<file path="src/rtl/bwp_pkg.sv">
package bwp_pkg;
  // Strobes the control path hands to the datapath, valid one cycle after sampling.
  typedef struct packed {
    logic parityOn;   // parity lane in use
    logic evenSense;  // 1 even, 0 odd
    logic rdFire;     // a read beat is in the datapath register
  } bwpStrobes_t;
endpackage

</file>
<file path="src/rtl/bwp_ctrl.sv">
module bwp_ctrl
  import bwp_pkg::*;
#(
  parameter int LANES = 4
) (
  input  logic             clk,
  input  logic             rstN,
  input  logic             globalWrN,
  input  logic             byteWrN,
  input  logic [LANES-1:0] laneSelN,
  input  logic             parityEnN,
  input  logic             evenSel,
  input  logic             rdValid,
  output logic [LANES-1:0] laneWe,
  output bwpStrobes_t      strb
);

  logic [LANES-1:0] weNext;

  // Per-lane write decode: global write overrides the byte selects.
  for (genvar i = 0; i < LANES; i++) begin : g_lane
    always_comb begin
      if (!globalWrN)    weNext[i] = 1'b1;
      else if (!byteWrN) weNext[i] = !laneSelN[i];
      else               weNext[i] = 1'b0;
    end
  end

  always_ff @(posedge clk or negedge rstN) begin
    if (!rstN) begin
      laneWe         <= '0;
      strb.parityOn  <= 1'b0;
      strb.evenSense <= 1'b0;
      strb.rdFire    <= 1'b0;
    end else begin
      laneWe         <= weNext;
      strb.parityOn  <= !parityEnN;
      strb.evenSense <= evenSel;
      strb.rdFire    <= rdValid;
    end
  end

  // a global write reaches every lane.
  a_r2_global_all: assert property (@(posedge clk) disable iff (!rstN)
    !globalWrN |=> (&laneWe));

  // a byte write reaches exactly the selected lanes.
  a_r3_selected_only: assert property (@(posedge clk) disable iff (!rstN)
    (globalWrN && !byteWrN) |=> (laneWe == ~$past(laneSelN)));

  // no write enable, no strobe.
  a_r4_idle_quiet: assert property (@(posedge clk) disable iff (!rstN)
    (globalWrN && byteWrN) |=> (laneWe == '0));

endmodule

</file>
<file path="src/rtl/bwp_datapath.sv">
module bwp_datapath
  import bwp_pkg::*;
#(
  parameter int LANES = 4
) (
  input  logic                 clk,
  input  logic                 rstN,
  input  bwpStrobes_t          strb,
  input  logic [LANES*8-1:0]   wrData,
  input  logic [LANES*9-1:0]   rdWord,
  output logic [LANES*9-1:0]   arrayWrData,
  output logic                 rdBeatValid,
  output logic [LANES*8-1:0]   rdBeatData,
  output logic                 parErrN
);

  localparam int DW = LANES * 8;
  localparam int AW = LANES * 9;

  logic [DW-1:0]    wrQ;
  logic [AW-1:0]    rdQ;
  logic [LANES-1:0] laneBad;

  always_ff @(posedge clk or negedge rstN) begin
    if (!rstN) begin
      wrQ <= '0;
      rdQ <= '0;
    end else begin
      wrQ <= wrData;
      rdQ <= rdWord;
    end
  end

  for (genvar i = 0; i < LANES; i++) begin : g_lane
    logic [7:0] wd;
    logic [8:0] rl;
    logic       genPar;
    assign wd     = wrQ[8*i +: 8];
    assign rl     = rdQ[9*i +: 9];
    // Even sense: XOR of data; odd sense: its inverse. Zero when parity is off.
    assign genPar = strb.parityOn & ((^wd) ^ !strb.evenSense);
    assign arrayWrData[9*i +: 9] = {genPar, wd};
    assign rdBeatData[8*i +: 8]  = rl[7:0];
    assign laneBad[i] = (^rl) ^ !strb.evenSense;

    // parity bits are zero while the parity lane is off.
    a_r6_par_zero: assert property (@(posedge clk) disable iff (!rstN)
      !strb.parityOn |-> !arrayWrData[9*i+8]);
  end

  assign rdBeatValid = strb.rdFire;
  assign parErrN     = !(strb.rdFire && strb.parityOn && (|laneBad));

  // flag stays released with parity off.
  a_r8_released_off: assert property (@(posedge clk) disable iff (!rstN)
    !strb.parityOn |-> parErrN);

  // the flag only ever accompanies a read beat.
  a_r7_err_on_beat: assert property (@(posedge clk) disable iff (!rstN)
    !parErrN |-> rdBeatValid);

  // with even sense the whole generated word holds an even number of ones.
  a_r5_even_word: assert property (@(posedge clk) disable iff (!rstN)
    (strb.parityOn && strb.evenSense) |-> !(^arrayWrData));

endmodule

</file>
<file path="src/rtl/bwp_front.sv">
module bwp_front
  import bwp_pkg::*;
#(
  parameter int LANES = 4
) (
  input  logic                 clk,
  input  logic                 rstN,
  input  logic                 globalWrN,
  input  logic                 byteWrN,
  input  logic [LANES-1:0]     laneSelN,
  input  logic                 parityEnN,
  input  logic                 evenSel,
  input  logic [LANES*8-1:0]   wrData,
  input  logic                 rdValid,
  input  logic [LANES*9-1:0]   rdWord,
  output logic [LANES-1:0]     laneWe,
  output logic [LANES*9-1:0]   arrayWrData,
  output logic                 rdBeatValid,
  output logic [LANES*8-1:0]   rdBeatData,
  output logic                 parErrN
);

  bwpStrobes_t strb;

  bwp_ctrl #(.LANES(LANES)) u_ctrl (
    .clk(clk), .rstN(rstN), .globalWrN(globalWrN), .byteWrN(byteWrN),
    .laneSelN(laneSelN), .parityEnN(parityEnN), .evenSel(evenSel),
    .rdValid(rdValid), .laneWe(laneWe), .strb(strb)
  );

  bwp_datapath #(.LANES(LANES)) u_dp (
    .clk(clk), .rstN(rstN), .strb(strb), .wrData(wrData), .rdWord(rdWord),
    .arrayWrData(arrayWrData), .rdBeatValid(rdBeatValid),
    .rdBeatData(rdBeatData), .parErrN(parErrN)
  );

  // reset values, checked while reset is held.
  always @(posedge clk) begin
    if (!rstN) begin
      a_r9_reset_state: assert (laneWe == '0 && parErrN && !rdBeatValid);
    end
  end

endmodule

</file>
<file path="config.mk">
export PLATFORM = sky130hd
export DESIGN_NAME = bwp_front
export DESIGN_NICKNAME = d
export VERILOG_FILES = /design/src/rtl/bwp_pkg.sv /design/src/rtl/bwp_ctrl.sv /design/src/rtl/bwp_datapath.sv /design/src/rtl/bwp_front.sv
export SDC_FILE = /design/constraint.sdc
export NUM_CORES = 1
export LEC_CHECK = 0
export ABC_CLOCK_PERIOD_IN_PS = 3610
export CELL_PAD_IN_SITES_DETAIL_PLACEMENT = 0
export CELL_PAD_IN_SITES_GLOBAL_PLACEMENT = 1
export CORE_MARGIN = 1
export CORE_UTILIZATION = 51
export CTS_BUF_LIST = sky130_fd_sc_hd__clkbuf_4 sky130_fd_sc_hd__clkbuf_8 sky130_fd_sc_hd__clkbuf_16
export CTS_CLUSTER_DIAMETER = 30
export DETAILED_ROUTE_END_ITERATION = 8
export DONT_BUFFER_PORTS = 1
export PLACE_DENSITY = 0.86
export SYNTH_ARGS = -nofsm -noshare
export SYNTH_HDL_FRONTEND = slang
export SYNTH_SLANG_ARGS = --single-unit
export TNS_END_PERCENT = 10
</file>
<file path="constraint.sdc">
create_clock -name clk -period 3.61 [get_ports clk]
set_input_delay 0.722 -clock clk [delete_from_list [all_inputs] [get_ports clk]]
set_output_delay 0.722 -clock clk [all_outputs]
set_load 0.02 [all_outputs]
</file>
==> impl_results.md, run 1 <==
* Status: complete, no violations
* Setup_tns at 0 ns
* Layout cell share with drive strength beyond 1 at 9.64%
* Power per Cell Area at 643 mW/mm^2
* Clock sinks at 75
* Worst-margin pin slew at 0.272 ns
* Initial core utilization at 54.1%
* Yosys warnings at 0
* Crit. End Element: output pin
* Mean post-synth cell area at 15.2 sq um
* Initial antenna violation count at 1
* Postcts setup bufs at 0
* RSZ-0062 raised after global routing: false
* Vias in the first global route at 1389
* Grt ovf at 0
* Dpl hpwl at 3640 microns
* Mux cell area share after synthesis at 0.353%
* Diodes inserted at 0
* CP Launch Type: flop
* Period utilization at 80.5%
* Max clock buf depth at 2
* Leakage power at 1.23 nW
* CTS Root Cell: clkbuf_8
* FILL cells at 418
* Cells after Synth at 187
* Commonest cells after routing, fill and taps aside: 75 x dfrtp_1, 47 x xnor2_1, 10 x clkbuf_8, 7 x xor2_1
* Area Growth Syn to Fin at 1.46%
* Row cnt at 26
* Compound-gate portion of the synthesized area at 1.02%
* Seq. cell area at 0.00188 sq mm
* Slowest CP cell: dfrtp_1
* Overall Global Routing Usage at 16.6%
* CTS tree: done
* Cell Chain, Critical Path: xor2_1 -> xnor3_1 -> xnor2_1 -> nor4_1 -> a211o_1
* #FFs+latches synth at 75
* Final critical-path required period at 2.91 ns
* Delay of the slowest critical-path stage at 0.49 ns
* CP Data Required Time at 2.89 ns
* Total I/O pin count at 153
* Fin. max-slew vios at 0
* Total number of vias at 1175
* Crit Path Category: reg -> out
* Level count of the clock H-tree at 3
* Die W at 76.5 microns
* Post-Synth Adder-Cell Area at 0%
* Core Region at 0.00524 sq mm
* Maximum VDD drop at 346 uV
* Distinct cells, synth at 16
* GPL Wtd Cong at 0.755
* Worst hold path class: in -> async
* CTS buffer count at 9
* Post-Synth Simple-Gate Area at 1.90%
* Port buffer count at 0
* Syn Std Cell Area at 0.00283 sq mm
* Multi-input logic area at 679 sq um
* Die area at 0.00586 sq mm
* Maxcap violations at 0
* Net Count, Synth at 266
* Pin count of the biggest net entering global routing at 76
* Drt pass-1 iters at 2
* Clk slew on worst S/H paths at 0.07 ns
* DRC violation count after routing at 0
* Largest family of logic cells by synthesized area: XOR/XNOR gates
* Iter 0 DRT Violations at 20
* Hold Vio Cnt, Final at 0
* Util after Layout at 54.9%
* Commonest non-fill, non-tap cell in the layout: dfrtp_1
* Antenna viol nets, final at 0
* Total Power at 1.85 mW
* Die height at 76.5 microns
* Hold_buf cts at 0
* Worst Path Max Fanout at 2
* DR WL/cell at 19.5 microns
* Critical Path AT at 2.18 ns
* Final wirelength at 4600 microns
* Sequential fraction of the synthesis area at 66.2%
* Post_cts resized at 0
* XOR/XNOR Fraction of Synth Area at 20.7%
* Vias per cell at 4.98
* Slew HR at 81.7%
* First-pass GRT wire length at 6890 microns
* Final setup fails at 0
* Total Nets Final at 241
* Max Clk Rate at 344 MHz
synth_stat cells (all sizes together):
cell type  instances  area (sq um)
and2               4          25.0
a211o              1          8.76
nand2              2          7.51
buf               36           270
inv                1          3.75
xor2               7          61.3
xnor2             47           412
nor4               1          6.26
o21ai              4          20.0
dfrtp             75          1880
clkinv             1          3.75
mux2i              1          10.0
and4               1          8.76
xnor3              5           114
nand2b             1          6.26
state kept, by name (all words and copies together), names as in the netlist:
register,cells
u_ctrl.strb,3
u_dp.rdQ,36
u_ctrl.laneWe,4
u_dp.wrQ,32
power by group:
part	leakage [nW]	switching (mW)	internal [mW]
Clock	0.113	0.285	0.409
Sequential	0.871	0.0881	0.883
Combinational	0.248	0.0805	0.103
Total	1.23	0.454	1.39
worst max-delay path, delay by kind of cell (launching register included):
family,cells,cell delay (ns)
compound gates,1,0.40
xor+xnor,3,0.87
flops,1,0.49
simple gates,1,0.10
final cells by class:
class	instances	area share, %
well taps	70	3.05
clock inverters	5	3.00
flip-flops and latches	75	65.3
inverters	2	0.261
multi-input cells	74	23.6
clock buffers	10	4.79
final timing paths:
kind	start	to	cells after the start
worst min-delay path	rstN	u_dp.wrQ[12]	0
min in group clk	wrData[3]	u_dp.wrQ[3]	0
max in group asynchronous	rstN	u_dp.rdQ[26]	0
worst max-delay path	u_dp.rdQ[14]	parErrN	5
through the flow:
step                      worst slack [ns]  instance area [sq um]  hold WS, ns  std cells
after floorplan                       1.29                   2830        0.426        187
after global placement                1.05                   2650        0.428        221
after detailed placement              1.03                   2650        0.428        221
after CTS                            0.652                   2880       0.0585        236
after global routing                 0.564                   2880       0.0434        236
final                                0.703                   2880       0.0739        236
metal layers:
metal / routed length, microns / global-route usage, % / up-vias
li1: - / - / 495
met1: 1330 / 12.5 / 570
met2: 2610 / 31.7 / 98
met3: 552 / 10.7 / 10
met4: 92 / 6.92 / 2
met5: 17 / 0 / -
logic make-up (layout without fill, tap and decap cells):
| logic type | Yosys count | count (layout) |
|---|---|---|
| multiplexers | 1 | 1 |
| buffers and inverters | 38 | 17 |
| XOR/XNOR | 59 | 59 |
| AND/OR/NAND/NOR | 9 | 9 |
| AO/OA/AOI/OAI | 5 | 5 |
| flip-flops | 75 | 75 |
No activity file was read; power rests on OpenSTA's default activity.
==> inputs of run 2 (changes only) <==
--- a/config.mk
+++ b/config.mk
@@ -5,16 +5,17 @@
 export SDC_FILE = /design/constraint.sdc
 export NUM_CORES = 1
 export LEC_CHECK = 0
-export ABC_CLOCK_PERIOD_IN_PS = 3610
+export ABC_AREA = 1
+export ABC_CLOCK_PERIOD_IN_PS = 2800
 export CELL_PAD_IN_SITES_DETAIL_PLACEMENT = 0
 export CELL_PAD_IN_SITES_GLOBAL_PLACEMENT = 1
 export CORE_MARGIN = 1
-export CORE_UTILIZATION = 51
+export CORE_UTILIZATION = 46
 export CTS_BUF_LIST = sky130_fd_sc_hd__clkbuf_4 sky130_fd_sc_hd__clkbuf_8 sky130_fd_sc_hd__clkbuf_16
 export CTS_CLUSTER_DIAMETER = 30
 export DETAILED_ROUTE_END_ITERATION = 8
 export DONT_BUFFER_PORTS = 1
-export PLACE_DENSITY = 0.86
+export PLACE_DENSITY = 0.82
 export SYNTH_ARGS = -nofsm -noshare
 export SYNTH_HDL_FRONTEND = slang
 export SYNTH_SLANG_ARGS = --single-unit
==> constraint.sdc (replaced) <==
create_clock -name clk -period 2.8 [get_ports clk]
set_input_delay 0.56 -clock clk [delete_from_list [all_inputs] [get_ports clk]]
set_output_delay 0.56 -clock clk [all_outputs]
set_load 0.02 [all_outputs]
==> run 2 against run 1 <==
Via count rose by 32%. Global-route usage fell by 2.2 points. Power up 28%. Flip-flop and latch count did not move.
==> impl_results.md, run 2 <==
* CP Data Required Time at 2.24 ns
* Power per Cell Area at 760 mW/mm^2
* Final setup fails at 0
* Worst hold path class: in -> async
* Net Count, Synth at 356
* First-pass GRT wire length at 7400 microns
* Total I/O pin count at 153
* Distinct cells, synth at 14
* Util after Layout at 48.6%
* Cells after Synth at 277
* Diodes inserted at 0
* Maximum VDD drop at 557 uV
* Fin. max-slew vios at 0
* Mean post-synth cell area at 11.0 sq um
* Initial core utilization at 47.8%
* Slew HR at 66.1%
* Sw Ratio at 26.6%
* Cell with the most instances after synthesis: dfrtp_1
* Initial antenna violation count at 0
* Post_cts resized at 0
* Iter 0 DRT Violations at 28
* Number of flops mapped to enable cells by yosys at 0
* Yosys warnings at 0
* Area leader, netlist: dfrtp_1
* FFs w/ async S/R, synth at 100%
* Grt ovf at 0
* Total number of vias at 1547
* Final wirelength at 4800 microns
* Most numerous cell on the critical path: xnor2_1
* Total Nets Final at 331
* Level count of the clock H-tree at 3
* Period utilization at 89.6%
* Antenna viol nets, final at 0
* Overall Global Routing Usage at 14.3%
* CTS Root Cell: clkbuf_8
* Status: complete, no violations
* Top Registers: u_dp.rdQ (36), u_dp.wrQ (32), u_ctrl.laneWe (4)
* Total Power at 2.36 mW
* Comb power frac at 9.8%
* Post-synth top flop: dfrtp_1
* Setup_tns at 0 ns
* RSZ-0062 raised after global routing: false
* Crit. End Element: output pin
* Maxcap violations at 0
* Pint at 1.73 mW
* Layout cell share with drive strength beyond 1 at 7.42%
* P_sw at 0.627 mW
* Max Clk Rate at 399 MHz
* Sequential fraction of the synthesis area at 61.5%
* Vias per cell at 4.65
* Slowest CP cell: dfrtp_1
* #FFs+latches synth at 75
* Core Region at 0.00639 sq mm
* Wl on met1 at 1690 microns
* Crit Path Category: reg -> out
* Sequential share of power at 53.2%
* Max clock buf depth at 2
* Pin count of the biggest net entering global routing at 76
* Commonest non-fill, non-tap cell in the layout: dfrtp_1
* Hold Vio Cnt, Final at 0
* Clock sinks at 75
* Worst Path Max Fanout at 2
* Hold_buf cts at 1
* Share of the synthesized area in the top cell type at 61.5%
* Delay of the slowest critical-path stage at 0.47 ns
* CP Launch Type: flop
* Drt pass-1 iters at 4
* CTS buffer count at 9
* Worst-margin pin slew at 0.510 ns
* Die W at 83.5 microns
* Die height at 83.5 microns
* Leakage power at 1.53 nW
* Clk pwr share at 36.9%
* Commonest cells after routing, fill and taps aside: 75 x dfrtp_1, 59 x nand2_1, 26 x inv_1, 24 x xnor2_1, 24 x xor2_1
* CTS tree: done
* Reg with most FFs: u_dp.rdQ
* DR WL/cell at 14.4 microns
* Met2 wire len at 2560 microns
* Clk slew on worst S/H paths at 0.07 ns
* Port buffer count at 0
* Vias in the first global route at 1560
* Row cnt at 29
* Cell Chain, Critical Path: xnor2_1 -> xnor2_1 -> xor2_1 -> o21ai_0 -> a21oi_1
* Uppermost layer routed: met4
* Synth top cells by count: 75 x dfrtp_1, 59 x nand2_1, 36 x buf_4, 26 x inv_1
* Final critical-path required period at 2.51 ns
* Ranking of synthesized cells by area: dfrtp_1 61%, buf_4 8.8%, nand2_1 7.3%, xnor2_1 6.9%, xor2_1 6.9%
* DRC violation count after routing at 0
* Die area at 0.00697 sq mm
* Postcts setup bufs at 0
* Critical Path AT at 1.95 ns
* Dpl hpwl at 3630 microns
* GPL Wtd Cong at 0.732
* Area Growth Syn to Fin at 1.64%
* Max reg flops at 36
* Wire length on met3 at 455 microns
* Syn Std Cell Area at 0.00305 sq mm
run 2: final timing paths:
path	cells after the start	startpoint	endpoint	slack (ns)
max	5	u_dp.wrQ[11]	arrayWrData[17]	0.29
min	1	rstN	u_dp.rdQ[5]	0.11
max in group asynchronous	1	rstN	u_dp.rdQ[34]	2.40
min in group clk	0	wrData[4]	u_dp.wrQ[4]	0.24
run 2: power groups by stage:
| stage | sequential, mW | clock [mW] | combinational [mW] |
|---|---|---|---|
| after global routing | 1.26 | 0.945 | 0.268 |
| after floorplan | 1.23 | 0 | 0.268 |
| after CTS | 1.26 | 0.904 | 0.237 |
| final | 1.26 | 0.872 | 0.232 |
| after global placement | 1.28 | 0 | 0.208 |
| after detailed placement | 1.28 | 0 | 0.211 |
run 2: cell families after synthesis:
| family | count (synthesis) | share of synthesized area [%] |
|---|---|---|
| AO/OA/AOI/OAI | 7 | 1.15 |
| XOR/XNOR | 48 | 13.8 |
| buffers and inverters | 64 | 12.6 |
| flip-flops | 75 | 61.5 |
| AND/OR/NAND/NOR | 83 | 11.0 |
run 2: through the flow:
stage | hold slack [ns] | worst slack [ns] | instance area, sq um | cells
after floorplan | 0.264 | 0.932 | 3050 | 277
after global placement | 0.266 | 0.666 | 2870 | 317
after detailed placement | 0.266 | 0.616 | 2870 | 317
after CTS | 0.102 | 0.234 | 3100 | 333
after global routing | 0.109 | 0.159 | 3100 | 333
final | 0.106 | 0.291 | 3100 | 333
run 2: area by class of cell:
cell class,instances,area (sq um)
fillers,581,3280
flip-flops and latches,75,1880
multi-input cells,138,792
clock buffers,10,131
inverters,27,101
well taps,77,96.3
clock inverters,5,78.8
repair buffers,1,27.5
run 2: worst max-delay path, delay by kind of cell, from the launching register on:
| kind | cells | cell delay (ns) |
|---|---|---|
| XOR/XNOR | 3 | 0.62 |
| flip-flops | 1 | 0.47 |
| AO/OA/AOI/OAI | 2 | 0.53 |
run 2: layer usage:
layer | up-vias | GRT usage [%]
met5 | - | 0
met4 | 0 | 8.32
met3 | 8 | 6.33
met2 | 73 | 24.2
met1 | 717 | 14.8
li1 | 749 | -
==> inputs of run 3 (changes only) <==
--- a/config.mk
+++ b/config.mk
@@ -6,16 +6,17 @@
 export NUM_CORES = 1
 export LEC_CHECK = 0
 export ABC_AREA = 1
-export ABC_CLOCK_PERIOD_IN_PS = 2800
+export ABC_CLOCK_PERIOD_IN_PS = 2500
 export CELL_PAD_IN_SITES_DETAIL_PLACEMENT = 0
 export CELL_PAD_IN_SITES_GLOBAL_PLACEMENT = 1
-export CORE_MARGIN = 1
+export CORE_MARGIN = 2
 export CORE_UTILIZATION = 46
 export CTS_BUF_LIST = sky130_fd_sc_hd__clkbuf_4 sky130_fd_sc_hd__clkbuf_8 sky130_fd_sc_hd__clkbuf_16
 export CTS_CLUSTER_DIAMETER = 30
 export DETAILED_ROUTE_END_ITERATION = 8
 export DONT_BUFFER_PORTS = 1
 export PLACE_DENSITY = 0.82
+export REMOVE_ABC_BUFFERS = 1
 export SYNTH_ARGS = -nofsm -noshare
 export SYNTH_HDL_FRONTEND = slang
 export SYNTH_SLANG_ARGS = --single-unit
==> constraint.sdc (replaced) <==
create_clock -name clk -period 2.5 [get_ports clk]
set_input_delay 0.5 -clock clk [delete_from_list [all_inputs] [get_ports clk]]
set_output_delay 0.5 -clock clk [all_outputs]
set_load 0.02 [all_outputs]
==> run 3 against run 2 <==
Utilization fell by 0.14 points. Sequential power rose by 12%. Critical path depth did not move. Via count rose by 3.2%. Critical path type unchanged. Sequential share of layout area rose by 0.45 points. First-iteration DRC count rose to 2.8 times the previous value. Cell count did not move.
==> impl_results.md, run 3 (synthesis gave the netlist of run 2 again) <==
* CTS Root Cell: clkbuf_8
* Commonest non-fill, non-tap cell in the layout: dfrtp_1
* Delay of the slowest critical-path stage at 0.47 ns
* Fin. max-slew vios at 0
* Vias in the first global route at 1612
* Maximum VDD drop at 427 uV
* Max reg flops at 36
* Pin count of the biggest net entering global routing at 76
* Total number of vias at 1596
* Antenna viol nets, final at 0
* Dpl hpwl at 3910 microns
* CTS tree: done
* Clock sinks at 75
* Worst hold path class: in -> async
* CP Launch Type: flop
* RSZ-0062 raised after global routing: false
* Cell Chain, Critical Path: xnor2_1 -> xnor2_1 -> xor2_1 -> nor2_1 -> nor2_1
* Die area at 0.00731 sq mm
* Top Registers: u_dp.rdQ (36), u_dp.wrQ (32), u_ctrl.laneWe (4)
* Diodes inserted at 0
* CP Data Required Time at 2.00 ns
* Reg with most FFs: u_dp.rdQ
* Max clock buf depth at 2
* Initial core utilization at 47.8%
* Seq. cell area at 0.00189 sq mm
* Die W at 85.5 microns
* CTS buffer count at 9
* Vias per cell at 4.79
* Slew HR at 72.3%
* Commonest cells after routing, fill and taps aside: 68 x dfrtp_1, 59 x nand2_1, 26 x inv_1, 24 x xor2_1, 23 x xnor2_1
* Drt pass-1 iters at 5
* First-pass GRT wire length at 7810 microns
* FILL cells at 556
* Power per Cell Area at 819 mW/mm^2
* DR WL/cell at 15.4 microns
* DRC violation count after routing at 0
* Placed cell count at 317
* Fin cells at 333
* Final wirelength at 5140 microns
* Initial antenna violation count at 0
* Layout cell share with drive strength beyond 1 at 10.9%
* Port buffer count at 0
* Crit Path Category: reg -> out
* Critical path's top delay family: XOR/XNOR gates
* Core Region at 0.00639 sq mm
* Period utilization at 93.0%
* Setup_tns at 0 ns
* Hold Vio Cnt, Final at 0
* Status: complete, no violations
* Grt ovf at 0
* Maxcap violations at 0
* Crit. End Element: output pin
* Final setup fails at 0
* Leakage power at 1.51 nW
* Multi-input logic area at 803 sq um
* Total Nets Final at 331
* Worst-margin pin slew at 0.413 ns
* GPL Wtd Cong at 0.666
* Die height at 85.5 microns
* Row cnt at 29
* Buf+Inv Stages, Crit Path at 0
* Postcts setup bufs at 0
* Overall Global Routing Usage at 14.6%
* Total I/O pin count at 153
* Area Growth Syn to Fin at 1.35%
* Slowest CP cell: dfrtp_1
* Level count of the clock H-tree at 3
* Levels on crit path at 5
* Final critical-path required period at 2.33 ns
* Max Clk Rate at 430 MHz
* Clk slew on worst S/H paths at 0.07 ns
* Critical Path AT at 1.83 ns
* Iter 0 DRT Violations at 77
* Worst Path Max Fanout at 2
## run 3: cell count changes in the layout (fill, tap and decap cells not counted), sizes merged
cell,delta
bufinv,-1
clkbuf,-1
clkinv,+1
clkinvlp,+1
## run 3: final timing paths
kind	to	from	slack (ns)
hold / removal	u_ctrl.strb[0]	rstN	0.03
setup / recovery	arrayWrData[26]	u_dp.wrQ[21]	0.17
min in group clk	u_dp.wrQ[4]	wrData[4]	0.18
max in group asynchronous	u_dp.wrQ[12]	rstN	2.14
## run 3: layout make-up
| class | count | share of cell area, % |
|---|---|---|
| Timing Repair Buffer | 1 | 0.889 |
| Inverter | 27 | 3.27 |
| Multi-Input combinational cell | 138 | 25.9 |
| Sequential cell | 75 | 60.9 |
| Tap cell | 77 | 3.11 |
| Clock inverter | 6 | 1.86 |
| Clock buffer | 9 | 4.00 |
## run 3: metrics by stage
step                utilization (%)  total power [mW]  setup slack (ns)  instance area (sq um)  hold WS (ns)
finish                         48.5              2.54             0.175                   3100        0.0314
global route                   48.5              2.68           0.00600                   3100        0.0417
CTS                            48.2              2.57            0.0725                   3080        0.0452
detailed placement             44.9              1.67             0.454                   2870         0.206
global placement               44.9              1.66             0.447                   2870         0.206
floorplan                         -              1.62             0.592                   2770         0.204
## run 3: repair_timing
item,in CTS,in global routing
hold buffers,1,0
setup endpoints to repair,0,2
hold endpoints to repair,75,0
resized for setup,0,9
## run 3: where the power goes
| part | leakage [nW] | switching [mW] | internal [mW] |
|---|---|---|---|
| registers | 0.864 | 0.134 | 1.28 |
| logic | 0.551 | 0.160 | 0.102 |
| clock network | 0.0946 | 0.415 | 0.448 |
## run 3: routing by layer
metal | up-vias | global-route usage, % | part of all wire (%)
met1 | 758 | 16.0 | 35
met4 | 0 | 7.50 | 2.4
met5 | - | 0 | 0
li1 | 748 | - | -
met3 | 10 | 7.39 | 9.4
met2 | 80 | 23.4 | 53
